[src/rtl/xb_fill_pkg.sv]
package xb_fill_pkg;
  typedef enum logic [2:0] {
    RSN_NONE  = 3'd0,
    RSN_COND  = 3'd1,
    RSN_IND   = 3'd2,
    RSN_CALL  = 3'd3,
    RSN_RET   = 3'd4,
    RSN_QUOTA = 3'd5
  } close_rsn_e;
endpackage

[src/rtl/xb_close_detect.sv]
module xb_close_detect
  import xb_fill_pkg::*;
(
  input  logic       cond_i,
  input  logic       biased_i,
  input  logic       ind_i,
  input  logic       call_i,
  input  logic       ret_i,
  input  logic       jmp_i,
  input  logic       quota_hit_i,
  output close_rsn_e rsn_o
);
  always_comb begin
    if (ret_i)                  rsn_o = RSN_RET;
    else if (call_i)            rsn_o = RSN_CALL;
    else if (ind_i)             rsn_o = RSN_IND;
    else if (cond_i && !biased_i) rsn_o = RSN_COND;
    else if (quota_hit_i)       rsn_o = RSN_QUOTA;
    else                        rsn_o = RSN_NONE;
  end

  always_comb begin
    if (!quota_hit_i && !ind_i && !call_i && !ret_i && !cond_i && jmp_i)
      AST_JMP_ABSORB: assert (rsn_o == RSN_NONE) else $error("jump closed block");
    if (!quota_hit_i && !ind_i && !call_i && !ret_i && cond_i && biased_i)
      AST_BIASED_ABSORB: assert (rsn_o == RSN_NONE) else $error("biased cond closed block");
  end
endmodule

[src/rtl/xb_rev_buffer.sv]
module xb_rev_buffer #(
  parameter int UOP_W = 16,
  parameter int DEPTH = 16
) (
  input  logic                   clk_i,
  input  logic                   rst_ni,
  input  logic                   push_i,
  input  logic                   clear_i,
  input  logic [UOP_W-1:0]       uop_i,
  output logic [DEPTH*UOP_W-1:0] slots_o
);
  logic [UOP_W-1:0] slot_q [DEPTH];

  // newest micro-op lands in slot 0, older ones move up
  for (genvar k = 0; k < DEPTH; k++) begin : g_slot
    logic [UOP_W-1:0] nxt;
    if (k == 0) begin : g_head
      assign nxt = uop_i;
    end else begin : g_body
      assign nxt = slot_q[k-1];
    end
    always_ff @(posedge clk_i or negedge rst_ni) begin
      if (!rst_ni)      slot_q[k] <= '0;
      else if (clear_i) slot_q[k] <= '0;
      else if (push_i)  slot_q[k] <= nxt;
    end
    assign slots_o[k*UOP_W +: UOP_W] = slot_q[k];
  end

  AST_HEAD_LOAD: assert property (@(posedge clk_i) disable iff (!rst_ni)
    push_i && !clear_i |=> slot_q[0] == $past(uop_i)) else $error("head slot");
  AST_CLEAR_ZERO: assert property (@(posedge clk_i) disable iff (!rst_ni)
    clear_i |=> slot_q[DEPTH-1] == '0) else $error("clear");
endmodule

[src/rtl/xb_fill_ctrl.sv]
module xb_fill_ctrl
  import xb_fill_pkg::*;
#(
  parameter int IP_W  = 32,
  parameter int QUOTA = 16,
  localparam int LEN_W = $clog2(QUOTA + 1)
) (
  input  logic             clk_i,
  input  logic             rst_ni,
  input  logic             in_valid_i,
  input  logic [IP_W-1:0]  ip_i,
  input  close_rsn_e       rsn_i,
  input  logic             blk_ready_i,
  output logic             in_ready_o,
  output logic             push_o,
  output logic             clear_o,
  output logic             quota_hit_o,
  output logic             blk_valid_o,
  output logic [LEN_W-1:0] len_o,
  output logic [IP_W-1:0]  tag_o,
  output close_rsn_e       rsn_o
);
  logic [LEN_W-1:0] count_q;
  logic             done_q;
  logic [IP_W-1:0]  tag_q;
  close_rsn_e       rsn_q;
  logic             close;

  assign in_ready_o  = !done_q;
  assign push_o      = in_valid_i && in_ready_o;
  assign clear_o     = done_q && blk_ready_i;
  assign quota_hit_o = (count_q == LEN_W'(QUOTA - 1));
  assign close       = push_o && (rsn_i != RSN_NONE);

  always_ff @(posedge clk_i or negedge rst_ni) begin
    if (!rst_ni) begin
      count_q <= '0;
      done_q  <= 1'b0;
      tag_q   <= '0;
      rsn_q   <= RSN_NONE;
    end else if (clear_o) begin
      count_q <= '0;
      done_q  <= 1'b0;
    end else if (push_o) begin
      count_q <= count_q + 1'b1;
      if (close) begin
        done_q <= 1'b1;
        tag_q  <= ip_i;
        rsn_q  <= rsn_i;
      end
    end
  end

  assign blk_valid_o = done_q;
  assign len_o       = count_q;
  assign tag_o       = tag_q;
  assign rsn_o       = rsn_q;

  AST_HOLD_PENDING: assert property (@(posedge clk_i) disable iff (!rst_ni)
    blk_valid_o && !blk_ready_i |=> blk_valid_o && $stable(len_o) && $stable(tag_o) && $stable(rsn_o))
    else $error("pending block changed");
  AST_LEN_RANGE: assert property (@(posedge clk_i) disable iff (!rst_ni)
    blk_valid_o |-> (len_o != '0) && (len_o <= LEN_W'(QUOTA))) else $error("len range");
  AST_NO_OVERFLOW: assert property (@(posedge clk_i) disable iff (!rst_ni)
    count_q <= LEN_W'(QUOTA)) else $error("count overflow");
  AST_QUOTA_CLOSE: assert property (@(posedge clk_i) disable iff (!rst_ni)
    push_o && count_q == LEN_W'(QUOTA - 1) |=> blk_valid_o) else $error("quota");
  AST_CLEAR_EMPTY: assert property (@(posedge clk_i) disable iff (!rst_ni)
    clear_o |=> !blk_valid_o && len_o == '0 && in_ready_o) else $error("accept");
endmodule

[src/rtl/xb_fill_unit.sv]
module xb_fill_unit
  import xb_fill_pkg::*;
#(
  parameter int UOP_W = 16,
  parameter int IP_W  = 32,
  parameter int QUOTA = 16,
  localparam int LEN_W = $clog2(QUOTA + 1)
) (
  input  logic                   clk_i,
  input  logic                   rst_ni,
  input  logic                   in_valid_i,
  output logic                   in_ready_o,
  input  logic [UOP_W-1:0]       in_uop_i,
  input  logic [IP_W-1:0]        in_ip_i,
  input  logic                   in_cond_i,
  input  logic                   in_biased_i,
  input  logic                   in_ind_i,
  input  logic                   in_call_i,
  input  logic                   in_ret_i,
  input  logic                   in_jmp_i,
  output logic                   blk_valid_o,
  input  logic                   blk_ready_i,
  output logic [LEN_W-1:0]       blk_len_o,
  output logic [IP_W-1:0]        blk_tag_o,
  output logic [2:0]             blk_reason_o,
  output logic [QUOTA*UOP_W-1:0] blk_uops_o
);
  close_rsn_e rsn_in, rsn_out;
  logic       quota_hit, push, clear;

  xb_close_detect u_detect (
    .cond_i      (in_cond_i),
    .biased_i    (in_biased_i),
    .ind_i       (in_ind_i),
    .call_i      (in_call_i),
    .ret_i       (in_ret_i),
    .jmp_i       (in_jmp_i),
    .quota_hit_i (quota_hit),
    .rsn_o       (rsn_in)
  );

  xb_fill_ctrl #(.IP_W(IP_W), .QUOTA(QUOTA)) u_ctrl (
    .clk_i       (clk_i),
    .rst_ni      (rst_ni),
    .in_valid_i  (in_valid_i),
    .ip_i        (in_ip_i),
    .rsn_i       (rsn_in),
    .blk_ready_i (blk_ready_i),
    .in_ready_o  (in_ready_o),
    .push_o      (push),
    .clear_o     (clear),
    .quota_hit_o (quota_hit),
    .blk_valid_o (blk_valid_o),
    .len_o       (blk_len_o),
    .tag_o       (blk_tag_o),
    .rsn_o       (rsn_out)
  );

  xb_rev_buffer #(.UOP_W(UOP_W), .DEPTH(QUOTA)) u_buf (
    .clk_i   (clk_i),
    .rst_ni  (rst_ni),
    .push_i  (push),
    .clear_i (clear),
    .uop_i   (in_uop_i),
    .slots_o (blk_uops_o)
  );

  assign blk_reason_o = rsn_out;
endmodule

[config.mk]
export PLATFORM = sky130hd
export DESIGN_NAME = xb_fill_unit
export DESIGN_NICKNAME = d
export VERILOG_FILES = /design/src/rtl/xb_fill_pkg.sv /design/src/rtl/xb_close_detect.sv /design/src/rtl/xb_rev_buffer.sv /design/src/rtl/xb_fill_ctrl.sv /design/src/rtl/xb_fill_unit.sv
export SDC_FILE = /design/constraint.sdc
export NUM_CORES = 1
export LEC_CHECK = 0
export ABC_AREA = 1
export BUFFER_PORTS_ARGS = -buffer_cell sky130_fd_sc_hd__buf_2
export CAP_MARGIN = 20
export CELL_PAD_IN_SITES_DETAIL_PLACEMENT = 1
export CELL_PAD_IN_SITES_GLOBAL_PLACEMENT = 1
export CORE_AREA = 5 5 232 121
export CTS_BUF_LIST = sky130_fd_sc_hd__clkbuf_4 sky130_fd_sc_hd__clkbuf_8
export DETAILED_ROUTE_END_ITERATION = 7
export DIE_AREA = 0 0 237 126
export PLACE_DENSITY_LB_ADDON = 0.1
export SYNTH_ARGS = -nofsm -noshare
export SYNTH_HDL_FRONTEND = slang
export SYNTH_SLANG_ARGS = --single-unit
[constraint.sdc]
create_clock -name clk_i -period 4.02 [get_ports clk_i]
set_clock_uncertainty 0.15 [all_clocks]
set_input_delay 0.201 -clock clk_i [delete_from_list [all_inputs] [get_ports clk_i]]
set_output_delay 0.201 -clock clk_i [all_outputs]
set_load 0.01 [all_outputs]
==> results of run 1 <==
## power groups by stage
stage	sequential, W	clock [W]	combinational, W
after floorplan	0.00370	0	0.000605
after global routing	0.00354	0.00273	0.00164
after global placement	0.00354	0	0.00143
final	0.00351	0.00251	0.00151
after CTS	0.00350	0.00258	0.00151
after detailed placement	0.00355	0	0.00146
## metrics by stage
step	utilization (%)	power (W)	hold WS, ns	setup slack, ns	std cells
2_1_floorplan	-	0.004302	-0.2446	2.165	1033
3_3_place_gp	50.16	0.004970	0.1706	1.548	1684
3_5_place_dp	50.16	0.005010	0.1664	1.460	1684
4_1_cts	55.78	0.007594	0.1420	1.008	1814
5_1_grt	55.79	0.007911	0.1871	0.7652	1815
6_report	55.79	0.007523	0.1489	1.040	1815
## cell type report
| class | instances | area (sq um) |
|---|---|---|
| fillers | 2944 | 11450 |
| flip-flops and latches | 297 | 7432 |
| repair buffers | 418 | 2455 |
| multi-input cells | 424 | 2300 |
| inverters | 250 | 938.4 |
| clock buffers | 71 | 870.8 |
| well taps | 352 | 440.4 |
| clock inverters | 2 | 13.76 |
| diodes | 1 | 2.502 |
## cells in the final DEF, fill, tap and decap left out, types with 2 or more instances in the layout
cell type / n
sky130_fd_sc_hd__dlygate4sd3_1: 57
sky130_fd_sc_hd__o21ai_0: 37
sky130_fd_sc_hd__ha_1: 2
sky130_fd_sc_hd__inv_2: 3
sky130_fd_sc_hd__clkbuf_8: 54
sky130_fd_sc_hd__buf_2: 353
sky130_fd_sc_hd__nand3_1: 2
sky130_fd_sc_hd__nor2_1: 6
sky130_fd_sc_hd__inv_1: 247
sky130_fd_sc_hd__dfrtp_1: 297
sky130_fd_sc_hd__nand2_1: 137
sky130_fd_sc_hd__buf_4: 3
sky130_fd_sc_hd__buf_12: 4
sky130_fd_sc_hd__clkbuf_4: 17
sky130_fd_sc_hd__nand2_2: 7
sky130_fd_sc_hd__a21oi_1: 2
sky130_fd_sc_hd__nand2_8: 2
sky130_fd_sc_hd__o22ai_1: 225
## cells by family after synthesis
| family | Yosys count |
|---|---|
| DFF | 297 |
| buffers and inverters | 312 |
| AOI/OAI and AO/OA | 267 |
| adders and majority gates | 2 |
| and+or+nand+nor | 155 |
## path summary, 6_finish.rpt
check / endpoint / slack (ns) / cells past startpoint
worst max-delay path: u_ctrl.rsn_o[2]$_DFFE_PN0P_ / 1.04 / 10
worst min-delay path: u_buf.g_slot[8].nxt[5]$_DFFE_PN0P_ / 0.15 / 2
worst max register to register: u_ctrl.rsn_o[2]$_DFFE_PN0P_ / 1.04 / 10
worst min register to register: u_ctrl.tag_o[6]$_DFFE_PN0P_ / 0.32 / 2
max in group asynchronous: u_ctrl.tag_o[26]$_DFFE_PN0P_ / 2.51 / 3
min in group clk_i: u_ctrl.tag_o[12]$_DFFE_PN0P_ / 0.24 / 4
## sequential cells by signal (all words and copies together) (netlist names)
register            count
u_ctrl.rsn_o            3
u_buf.g_slot.nxt      240
u_ctrl.blk_valid_o      1
u_ctrl.tag_o           32
u_buf.slots_o          16
u_ctrl.len_o            5
## layer usage
layer | track usage [%] | wire length (microns) | part of all wire, % | up-vias
met5 | 0 | 7 | 0.019 | -
met4 | 7.223 | 955 | 2.6 | 2
met3 | 7.165 | 2803 | 7.5 | 69
met2 | 37.81 | 17040 | 46 | 285
met1 | 33.49 | 16360 | 44 | 4588
li1 | - | - | - | 4153
==> impl.org, run 1 <==
** Detailed routing
- Count of TritonRoute iterations in the first routing pass :: 5
- Summing over every cut layer, the via total after detailed routing is 9097.
- DRC :: 0
- Total Routed Length :: 37170 microns
- Dividing the detail-routed via count by the number of cells gives 5.012.
- For this block, the initial DRC count from the detailed router was 641.
- Remaining number of nets flagged by the antenna check after routing :: 0
- Routed wire per std cell :: 20.48 microns

** Yosys
- When the netlist entered floorplanning its net count stood at 1093.
- Compound-cell area share of the yosys netlist :: 14.88%
- Sequential cells were found to cover 67.74% of the synthesized design area.
- XOR/XNOR Fraction of Synth Area :: 0%
- In this run, synthesis produced a sequential element count of 297.
- Asr flop ratio synth :: 100.0%
- Most used flip-flop cell after synthesis :: sky130_fd_sc_hd__dfrtp_1
- Each instance of the synthesized netlist takes up on average 10.62 sq um.
- The commonest cells after synthesis are sky130_fd_sc_hd__dfrtp_1 (297), sky130_fd_sc_hd__inv_1 (247), sky130_fd_sc_hd__o22ai_1 (225).
- After synthesis, the largest family of logic cells by area is compound AO/OA/AOI/OAI gates.
- Cells taking the most area after synthesis :: sky130_fd_sc_hd__dfrtp_1 (68%), sky130_fd_sc_hd__o22ai_1 (13%), sky130_fd_sc_hd__inv_1 (8.5%)
- The biggest area contributor in the post-synthesis netlist is sky130_fd_sc_hd__dfrtp_1.
- In this run the cell area of the synthesized design comes to 0.01097 sq mm.
- Synth Area in Adders :: 0.2281%
- Of the post-synthesis cell area, the part taken by muxes is 0%.
- Yosys warning total :: 0
- Most used standard cell by instance count after synthesis :: sky130_fd_sc_hd__dfrtp_1
- Summing the areas of all and, or, nand and nor instances in the mapped netlist gives 5.599% of the synthesized area.
- The cell count after synthesis came out at 1033.
- After synthesis, the largest area contributor takes up 67.74% of total cell area.
- Counting flops with a built-in enable in the synthesized netlist gives 0.
- Yosys mapped the design onto 21 distinct sky130hd cell types.

** STA
- Measured against its own limit, the worst slew margin works out to 26.66%.
- The max-slew violation count came to 0.
- Final TNS setup :: 0 ns
- For this run, the top clock speed supported by timing is 335.6 MHz.
- Final setup violating endpoints :: 0
- Number of endpoints with negative hold slack in the final report :: 0
- Final period demand of the worst path :: 2.980 ns
- In the finished design, the share of the clock period the worst path needs comes to 74.12%.
- Setup repair after global routing left no endpoint under its margin.
- Worst Max-Slew Pin Slew :: 1.100 ns

** Pwr
- Registers are responsible for 46.6% of the overall power.
- Worst IR Drop VDD :: 0.0003231 V
- Net switching is 31.03% of the power.
- Summed over all cells, the static leakage comes to 7.607 nW.
- Per report_power, the clock group accounts for 33.4% of the total.
- Pint :: 0.005189 W
- Combinational group share of total power :: 20.0%
- Net switching power :: 0.002335 W
- In this run the power density over the cells is 520.6 mW/mm^2.

** Placed design
- Total of buffers placed on input and output ports :: 354
- Summing all placed instances gives a cell area of 0.01300 sq mm.
- Routability-driven placement finished with a final weighted congestion of 0.7959.
- HPWL after DPL :: 24970 microns

** Clocking
- The tree is rooted in a sky130_fd_sc_hd__clkbuf_8.
- CTS Hold Buffers Added :: 57
- Once the clock tree was built, the setup fixing pass inserted 0 buffers.
- In this run the deepest clock path goes through 3 buffers.
- CTS tree :: built
- The tree built by TritonCTS fans out to 297 sinks.
- Worst-skew pair later-pin latency :: 0.56 ns
- Total number of H-tree levels :: 2
- After clock tree synthesis, the clock-pin slew on the worst setup and hold paths is 0.07 ns.
- Total clock buffers created by CTS :: 44
- Number of instances resized during post-cts repair :: 0

** Job
- Max-cap violations :: 0

** Critical path
- Stage delay of the slowest cell on the critical path :: 0.84 ns
- The critical path in this run is classified as flop to flop.
- Together, buffers and inverters on the worst path number 2.
- Family with the most delay on the worst path :: compound AO/OA/AOI/OAI gates
- FF-to-FF Start :: u_ctrl.len_o[0]$_DFFE_PN0P_
- The largest individual stage delay along the critical path comes from the cell sky130_fd_sc_hd__o21ai_4.
- For the worst setup path, the data arrival time is 3.31 ns.
- Critical path fanouts, max :: 37
- Worst EP required :: 4.35 ns
- Cells traversed along the worst timing path :: ha_1 -> nand2_1 -> nor2_1 -> ha_1 -> inv_1 -> nand2_1 -> o21ai_4 -> nand2_1 -> o21ai_0 -> dlygate4sd3_1
- Worst setup path start :: u_ctrl.len_o[0]$_DFFE_PN0P_
- In this design, the critical path's most frequently occurring cell is sky130_fd_sc_hd__nand2_1.
- STA classifies the critical path startpoint as a flop.
- The worst setup path is captured at a flop.

** Global route
- Gr usage total :: 24.32%
- Wire length of the first global-routing pass :: 57240 microns
- Entering global routing, the biggest net connects 221 pins.
- The number of global-route vias before repair is 9709.
- Remaining global-route overflow :: 0
- Number of antenna violations at the first check in global routing :: 2

** Hold path
- The tightest min-delay check is of the primary input to async pin type.

** Status
- Outcome :: completed

** Floorplanning
- Die area :: 0.02986 sq mm
- Height of the die :: 126 microns
- Initial cell density of the core :: 42.35%
- During I/O placement, the number of pins put on the boundary was 356.
- The floorplan step set the die width to 237 microns.
- Standard cell core area :: 0.02591 sq mm
- The floorplan has 42 rows.

** Finish
- Nets@finish :: 1495
- Non-Filler Cell Area, Final :: 0.01445 sq mm
- From synthesis to final layout, the design area changed by 31.73%.
- Share of final-layout standard cells stronger than drive strength 1 :: 30.64%
(Power assumes the default switching activity.)
==> run 2: changes to the inputs <==
CORE_AREA = 5 5 241 126   (was 5 5 232 121)
DIE_AREA = 0 0 246 131   (was 0 0 237 126)
clock period = 2.96 ns   (was 4.02 ns; I/O delays follow)
==> run 2 against run 1 <==
Effect of this change: clock power grew 41%; wire length down 0.37%; worst hold slack got worse by 0.12 ns; register-to-register slack got worse by 0.78 ns; highest routed layer is now met4.
==> impl.org, run 2 (synthesis results as in run 1) <==
** Critical path
- Worst EP required :: 3.23 ns
- Critical path fanouts, max :: 5
- Capturing element type of the critical path :: flop
- For this run, the slowest stage of the critical path takes 0.59 ns.
- Crit start category :: flop
- The worst setup path is of the flop to flop kind.
- Cells traversed along the worst timing path :: ha_1 -> nand2_1 -> nor2_1 -> ha_1 -> a21oi_1 -> dlygate4sd3_1 -> o21ai_0 -> dlygate4sd3_1
- Data arrival time of the critical path :: 2.97 ns
- Worst path buffer plus inverter count :: 2
- Worst path slowest cell :: sky130_fd_sc_hd__dlygate4sd3_1
- Grouping stages by cell kind, the critical path spends the most delay in buffers and inverters.
- FF-to-FF setup slack :: 0.26 ns

** Global route
- Entering global routing, the biggest net connects 189 pins.
- In the global route stage, met2 resource usage came out at 34.59%.
- Global routing consumed, over all layers together, 22.13% of the routing resources.
- The number of antenna violations at the first check in global routing is 0.
- Layer carrying the most global-route usage :: met2
- Global routing finished with a remaining overflow of 0.
- The first global-routing pass estimated 55670 microns of wire.
- The number of global-route vias before repair is 9424.
- Met3 Track Usage GR :: 6.809%
- For this run, global-route usage on met1 was measured as 30.65%.

** Clocking
- The tree is rooted in a sky130_fd_sc_hd__clkbuf_8.
- Number of buffers on the longest clock path :: 3
- At the later pin of the worst-skew pair, clock insertion delay measures 0.55 ns.
- TritonCTS created 44 clock buffers.
- TritonCTS built the clock tree.
- Buffers added to address setup during post-CTS repair amount to 0.
- CTS saw 297 sinks.
- Number of instances resized during post-cts repair :: 0
- Total number of H-tree levels :: 2
- After clock tree synthesis, the clock-pin slew on the worst setup and hold paths is 0.07 ns.
- After clock tree synthesis, the flow added hold-fix buffers numbering 56.

** Job
- Max-cap violations :: 0

** STA
- Maximum achievable frequency :: 370.3 MHz
- In the finished design, the share of the clock period the worst path needs comes to 91.22%.
- Number of pins with negative max-slew slack in the final report :: 0
- Final period demand of the worst path :: 2.700 ns
- Worst max-slew margin expressed relative to the limit :: 35.62%
- Worst Max-Slew Pin Slew :: 0.9657 ns
- RSZ-0062 raised after global routing :: false
- Final setup violating endpoints :: 0
- After routing, the total negative slack on setup checks comes to 0 ns.
- Number of endpoints with negative hold slack in the final report :: 0

** Detailed routing
- Remaining number of nets flagged by the antenna check after routing :: 0
- Total Routed Length :: 37030 microns
- Total via count after detailed routing :: 8926
- Count of TritonRoute iterations in the first routing pass :: 4
- Vias/cell :: 4.796
- After detailed routing, the number of remaining DRC violations is 0.
- After the first detailed-routing iteration, the DRC count stood at 523.
- Routed wire per std cell :: 19.90 microns

** Finish
- Share of final-layout standard cells stronger than drive strength 1 :: 31.09%
- Area delta synth->final :: 33.39%
- Number of flip-flops under the largest register name :: 240
- Top library cells by usage in the layout, fill and taps aside :: sky130_fd_sc_hd__buf_2 (353), sky130_fd_sc_hd__dfrtp_1 (297), sky130_fd_sc_hd__inv_1 (247)
- Utilization after layout :: 51.92%
- Final antenna diode count :: 0
- The library cell used most frequently in the layout, excluding fill and tap cells, is sky130_fd_sc_hd__buf_2.
- The final layout contains 1498 nets.
- Fillcell total :: 3210

** Floorplanning
- Height of the die :: 131 microns
- The initialized floorplan defines 44 standard-cell rows.
- Die area :: 0.03223 sq mm
- The core region is 0.02819 sq mm.
- During I/O placement, the number of pins put on the boundary was 356.
- Initial cell density of the core :: 38.92%
- Chip Width :: 246 microns

** Pwr
- Power Density :: 706.9 mW/mm^2
- Worst IR Drop VDD :: 0.0003294 V
- Leakage power :: 7.677 nW

** Placed design
- GPL Wtd Cong :: 0.7912
- HPWL after DPL :: 25470 microns
- Total of buffers placed on input and output ports :: 354

** Status
- The flow ran to the end, and the final reports show no timing, DRC or antenna violations.

** Hold path
- Worst min-delay path category :: primary input to async pin
run 2: power by group:
part	internal [W]	total [W]	switching (W)	leakage, nW
Clock	0.00195	0.00353	0.00158	0.506
Combinational	0.000720	0.00207	0.00135	3.14
Sequential	0.00450	0.00475	0.000256	4.04
Total	0.00717	0.0103	0.00318	7.68
run 2: area by class of cell:
cell class              count  area (sq um)  area share, %
multi-input cells         424          2300          15.71
repair buffers            421          2537          17.34
flip-flops and latches    297          7432          50.78
inverters                 250         938.4          6.412
clock inverters             4         20.02         0.1368
well taps                 391         489.2          3.343
clock buffers              74         918.4          6.275
run 2: path summary, 6_finish.rpt:
kind                                                    from                                    to  cells past startpoint
worst max-delay path             u_ctrl.len_o[0]$_DFFE_PN0P_           u_ctrl.rsn_o[2]$_DFFE_PN0P_                      8
worst min-delay path                                  rst_ni           u_ctrl.tag_o[8]$_DFFE_PN0P_                      2
worst max register to register   u_ctrl.len_o[0]$_DFFE_PN0P_           u_ctrl.rsn_o[2]$_DFFE_PN0P_                      8
worst min register to register  u_ctrl.tag_o[11]$_DFFE_PN0P_          u_ctrl.tag_o[11]$_DFFE_PN0P_                      2
max in group asynchronous                             rst_ni   u_buf.g_slot[7].nxt[11]$_DFFE_PN0P_                      3
min in group clk_i                                in_valid_i  u_buf.g_slot[12].nxt[13]$_DFFE_PN0P_                      3
run 2: metal layers:
| metal | vias up | routed length, microns |
|---|---|---|
| li1 | 4159 | - |
| met1 | 4480 | 16460 |
| met2 | 231 | 17020 |
| met3 | 56 | 2855 |
| met4 | 0 | 693 |
| met5 | - | 0 |
run 2: through the flow:
| stage | hold slack (ns) | setup slack, ns | power, W | instances | cell area, sq um |
|---|---|---|---|---|---|
| after floorplan | -0.2976 | 1.105 | 0.005842 | 1033 | 10970 |
| after global placement | 0.04076 | 0.7482 | 0.006788 | 1727 | 13140 |
| after detailed placement | 0.04509 | 0.6706 | 0.006842 | 1727 | 13140 |
| after CTS | 0.03235 | 0.3690 | 0.01048 | 1861 | 14640 |
| after global routing | 0.05592 | 0.1717 | 0.01090 | 1861 | 14640 |
| final | 0.03379 | 0.2598 | 0.01035 | 1861 | 14640 |
==> run 3: changes to the inputs <==
SETUP_SLACK_MARGIN = 0.5   (was not set)
==> run 3 against run 2 <==
Effect of this change: combinational power about the same; die area unchanged; setup slack better by 0.40 ns; register-to-register slack better by 0.40 ns; wire length down 0.12%; core utilization about the same; clock power about the same; sequential share of layout area about the same; sequential power about the same; maximum frequency up 17%; largest power group unchanged; highest routed layer unchanged.
==> impl.org, run 3 (synthesis results as in run 1) <==
** Global route
- Gr usage total :: 22.10%
- Global routing finished with a remaining overflow of 0.
- Number of antenna violations at the first check in global routing :: 0
- The first global-routing pass estimated 55610 microns of wire.
- Maximum number of pins on one net before global-route repair :: 189
- The number of global-route vias before repair came to 9422.

** Finish
- Share of final-layout standard cells stronger than drive strength 1 :: 31.18%
- Most frequent standard cell in the layout excluding fill and tap cells :: sky130_fd_sc_hd__buf_2
- After routing the design area is 0.01463 sq mm.
- The library cells used most frequently in the layout, excluding fill and tap cells, are sky130_fd_sc_hd__buf_2 (353), sky130_fd_sc_hd__dfrtp_1 (296), sky130_fd_sc_hd__inv_1 (247).
- Final antenna diode count :: 0
- The register with the most flip-flops in the layout has 240 of them.
- Measured on the finished design, the core utilization comes to 51.89%.
- Finished Layout Cells :: 1860
- From synthesis to final layout, the design area changed by 33.31%.
- In the final design database the tool counted 1497 nets.

** Critical path
- Crit start category :: flop
- STA puts the critical path data required time at 3.24 ns.
- The worst setup path is of the flop to flop kind.
- The worst setup path is captured at a flop.
- Critical path fanouts, max :: 5
- Family with the most delay on the worst path :: buffers and inverters
- The critical path contains buffers and inverters numbering 2 combined.
- Walking the worst path, the cells encountered are ha_1 -> nand2_1 -> nor2_1 -> ha_1 -> inv_1 -> nand2_1 -> nand2_1 -> nand2_1 -> dlygate4sd3_1 -> nand3_1 -> nand2_1.
- Data arrival time of the critical path :: 2.58 ns
- Worst path slowest cell :: sky130_fd_sc_hd__dlygate4sd3_1
- Worst path most repeated cell :: sky130_fd_sc_hd__nand2_1
- On the worst path, the slowest cell contributes a delay of 0.56 ns.

** STA
- Hold is met by 0.03344 ns.
- The number of failing hold endpoints at the final stage was 0.
- Final setup violating endpoints :: 0
- Final TNS setup :: 0 ns
- The max-slew violation count was 0.
- RSZ-0062 raised after global routing :: false
- Share of the clock period used by the worst path :: 77.64%
- Final period demand of the worst path :: 2.298 ns
- Worst max-slew margin expressed relative to the limit :: 38.12%
- Derived from the worst setup path, the maximum achievable clock frequency is 435.1 MHz.
- Worst Max-Slew Pin Slew :: 0.9282 ns

** Floorplanning
- Io pins :: 356
- Die area :: 0.03223 sq mm
- Initial cell density of the core :: 38.92%
- Height of the die :: 131 microns
- In this run the core area contains 44 standard-cell rows.
- Chip Width :: 246 microns
- Standard cell core area :: 0.02819 sq mm

** Pwr
- Net switching is 30.72% of the power.
- Leakage power :: 7.670 nW
- Reg power frac :: 46.0%
- Proportion of power drawn by the clock network :: 34.1%
- Net switching power :: 0.003177 W
- Power spread over the standard cell area amounts to 707.1 mW/mm^2.
- Worst IR Drop VDD :: 0.0003283 V
- Pint :: 0.007164 W
- Of the total power, combinational logic draws 19.9%.

** Clocking
- The clock net in this run drives a total of 297 sinks.
- TritonCTS created 44 clock buffers.
- Clk pin slew, worst setup/hold paths :: 0.07 ns
- In this run the number of H-tree levels came out at 2.
- TritonCTS built the clock tree.
- The longest clock path from root to sink contains 3 buffers.
- Number of setup buffers added after CTS :: 0
- Worst-skew pair later-pin latency :: 0.55 ns
- The tree is rooted in a sky130_fd_sc_hd__clkbuf_8.

** Detailed routing
- For this run, design rule violations remaining after detail routing come to 0.
- Remaining number of nets flagged by the antenna check after routing :: 0
- For this run, the detailed router's first-pass iteration total came to 4.
- For this block, the via count after detailed routing is 8941.
- Vias/cell :: 4.807
- In this run, the number of DRC markers left after iteration 0 of detailed routing was 494.
- Routed wire per std cell :: 19.88 microns
- Total Routed Length :: 36980 microns

** Placed design
- The number of placed instances, taps included, is 1727.
- Once detailed placement completed, the half-perimeter wirelength came to 25470 microns.
- Input and output buffers added on the ports amount to 354.
- Routability-driven placement finished with a final weighted congestion of 0.7912.
- Summing all placed instances gives a cell area of 0.01314 sq mm.

** Hold path
- In this run the worst hold path is classified as primary input to async pin.

** Job
- Max-cap violations :: 0

** Status
- Outcome :: completed
-- run 3: changes by cell type in the layout (fill, tap and decap cells not counted), sizes merged --
cell	before	now
dlygate4sd3	56	55
-- run 3: area by class of cell --
cell class,instances,area (sq um)
Tap cell,391,489.2
Inverter,250,938.4
Sequential cell,297,7433
Clock inverter,4,20.02
Fill cell,3212,13560
Multi-Input combinational cell,424,2300
Clock buffer,74,918.4
Timing Repair Buffer,420,2527
-- run 3: worst reg2reg max path: stages (launching register included) --
cell and delay [ns]:
sky130_fd_sc_hd__dfrtp_2 0.43, sky130_fd_sc_hd__ha_1 0.22, sky130_fd_sc_hd__nand2_1 0.11, sky130_fd_sc_hd__nor2_1 0.05
sky130_fd_sc_hd__ha_1 0.20, sky130_fd_sc_hd__inv_1 0.06, sky130_fd_sc_hd__nand2_1 0.13, sky130_fd_sc_hd__nand2_1 0.10
sky130_fd_sc_hd__nand2_1 0.05, sky130_fd_sc_hd__dlygate4sd3_1 0.56, sky130_fd_sc_hd__nand3_1 0.09, sky130_fd_sc_hd__nand2_1 0.05
-- run 3: final timing paths --
| check | cells after the start | endpoint | start | slack (ns) |
|---|---|---|---|---|
| worst max-delay path | 11 | u_ctrl.rsn_o[0]$_DFFE_PN0P_ | u_ctrl.len_o[0]$_DFFE_PN0P_ | 0.66 |
| worst min-delay path | 2 | u_ctrl.tag_o[8]$_DFFE_PN0P_ | rst_ni | 0.03 |
| worst max register to register | 11 | u_ctrl.rsn_o[0]$_DFFE_PN0P_ | u_ctrl.len_o[0]$_DFFE_PN0P_ | 0.66 |
| worst min register to register | 2 | u_ctrl.tag_o[11]$_DFFE_PN0P_ | u_ctrl.tag_o[11]$_DFFE_PN0P_ | 0.33 |
| max in group asynchronous | 3 | u_buf.g_slot[1].nxt[13]$_DFFE_PN0P_ | rst_ni | 1.82 |
| min in group clk_i | 3 | u_buf.g_slot[12].nxt[13]$_DFFE_PN0P_ | in_valid_i | 0.11 |
-- run 3: repair_timing --
| item | in CTS | in global routing |
|---|---|---|
| endpoints found under the hold margin | 350 | 0 |
| setup endpoints to repair | 0 | 1 |
| hold buffers | 55 | 0 |
| gates resized for setup | 0 | 1 |
-- run 3: through the flow --
step	setup slack, ns	total power, W
5_1_grt	0.5009	0.01090
3_5_place_dp	0.6706	0.006842
6_report	0.6619	0.01034
4_1_cts	0.6743	0.01048
3_3_place_gp	0.7482	0.006788
2_1_floorplan	1.105	0.005842
-- run 3: metal layers --
layer | global-route usage [%] | share of wire (%) | routed length, microns | vias up
li1 | - | - | - | 4157
met5 | 0 | 0 | 0 | -
met4 | 5.474 | 1.9 | 692 | 0
met3 | 6.809 | 7.4 | 2733 | 56
met1 | 30.59 | 45 | 16490 | 4492
met2 | 34.57 | 46 | 17070 | 236
-- run 3: power by group through the flow --
stage | logic [W] | registers (W) | clock network, W
floorplan | 0.000821 | 0.00502 | 0
global placement | 0.00198 | 0.00480 | 0
detailed placement | 0.00202 | 0.00483 | 0
CTS | 0.00208 | 0.00476 | 0.00364
global route | 0.00225 | 0.00481 | 0.00384
finish | 0.00206 | 0.00475 | 0.00353
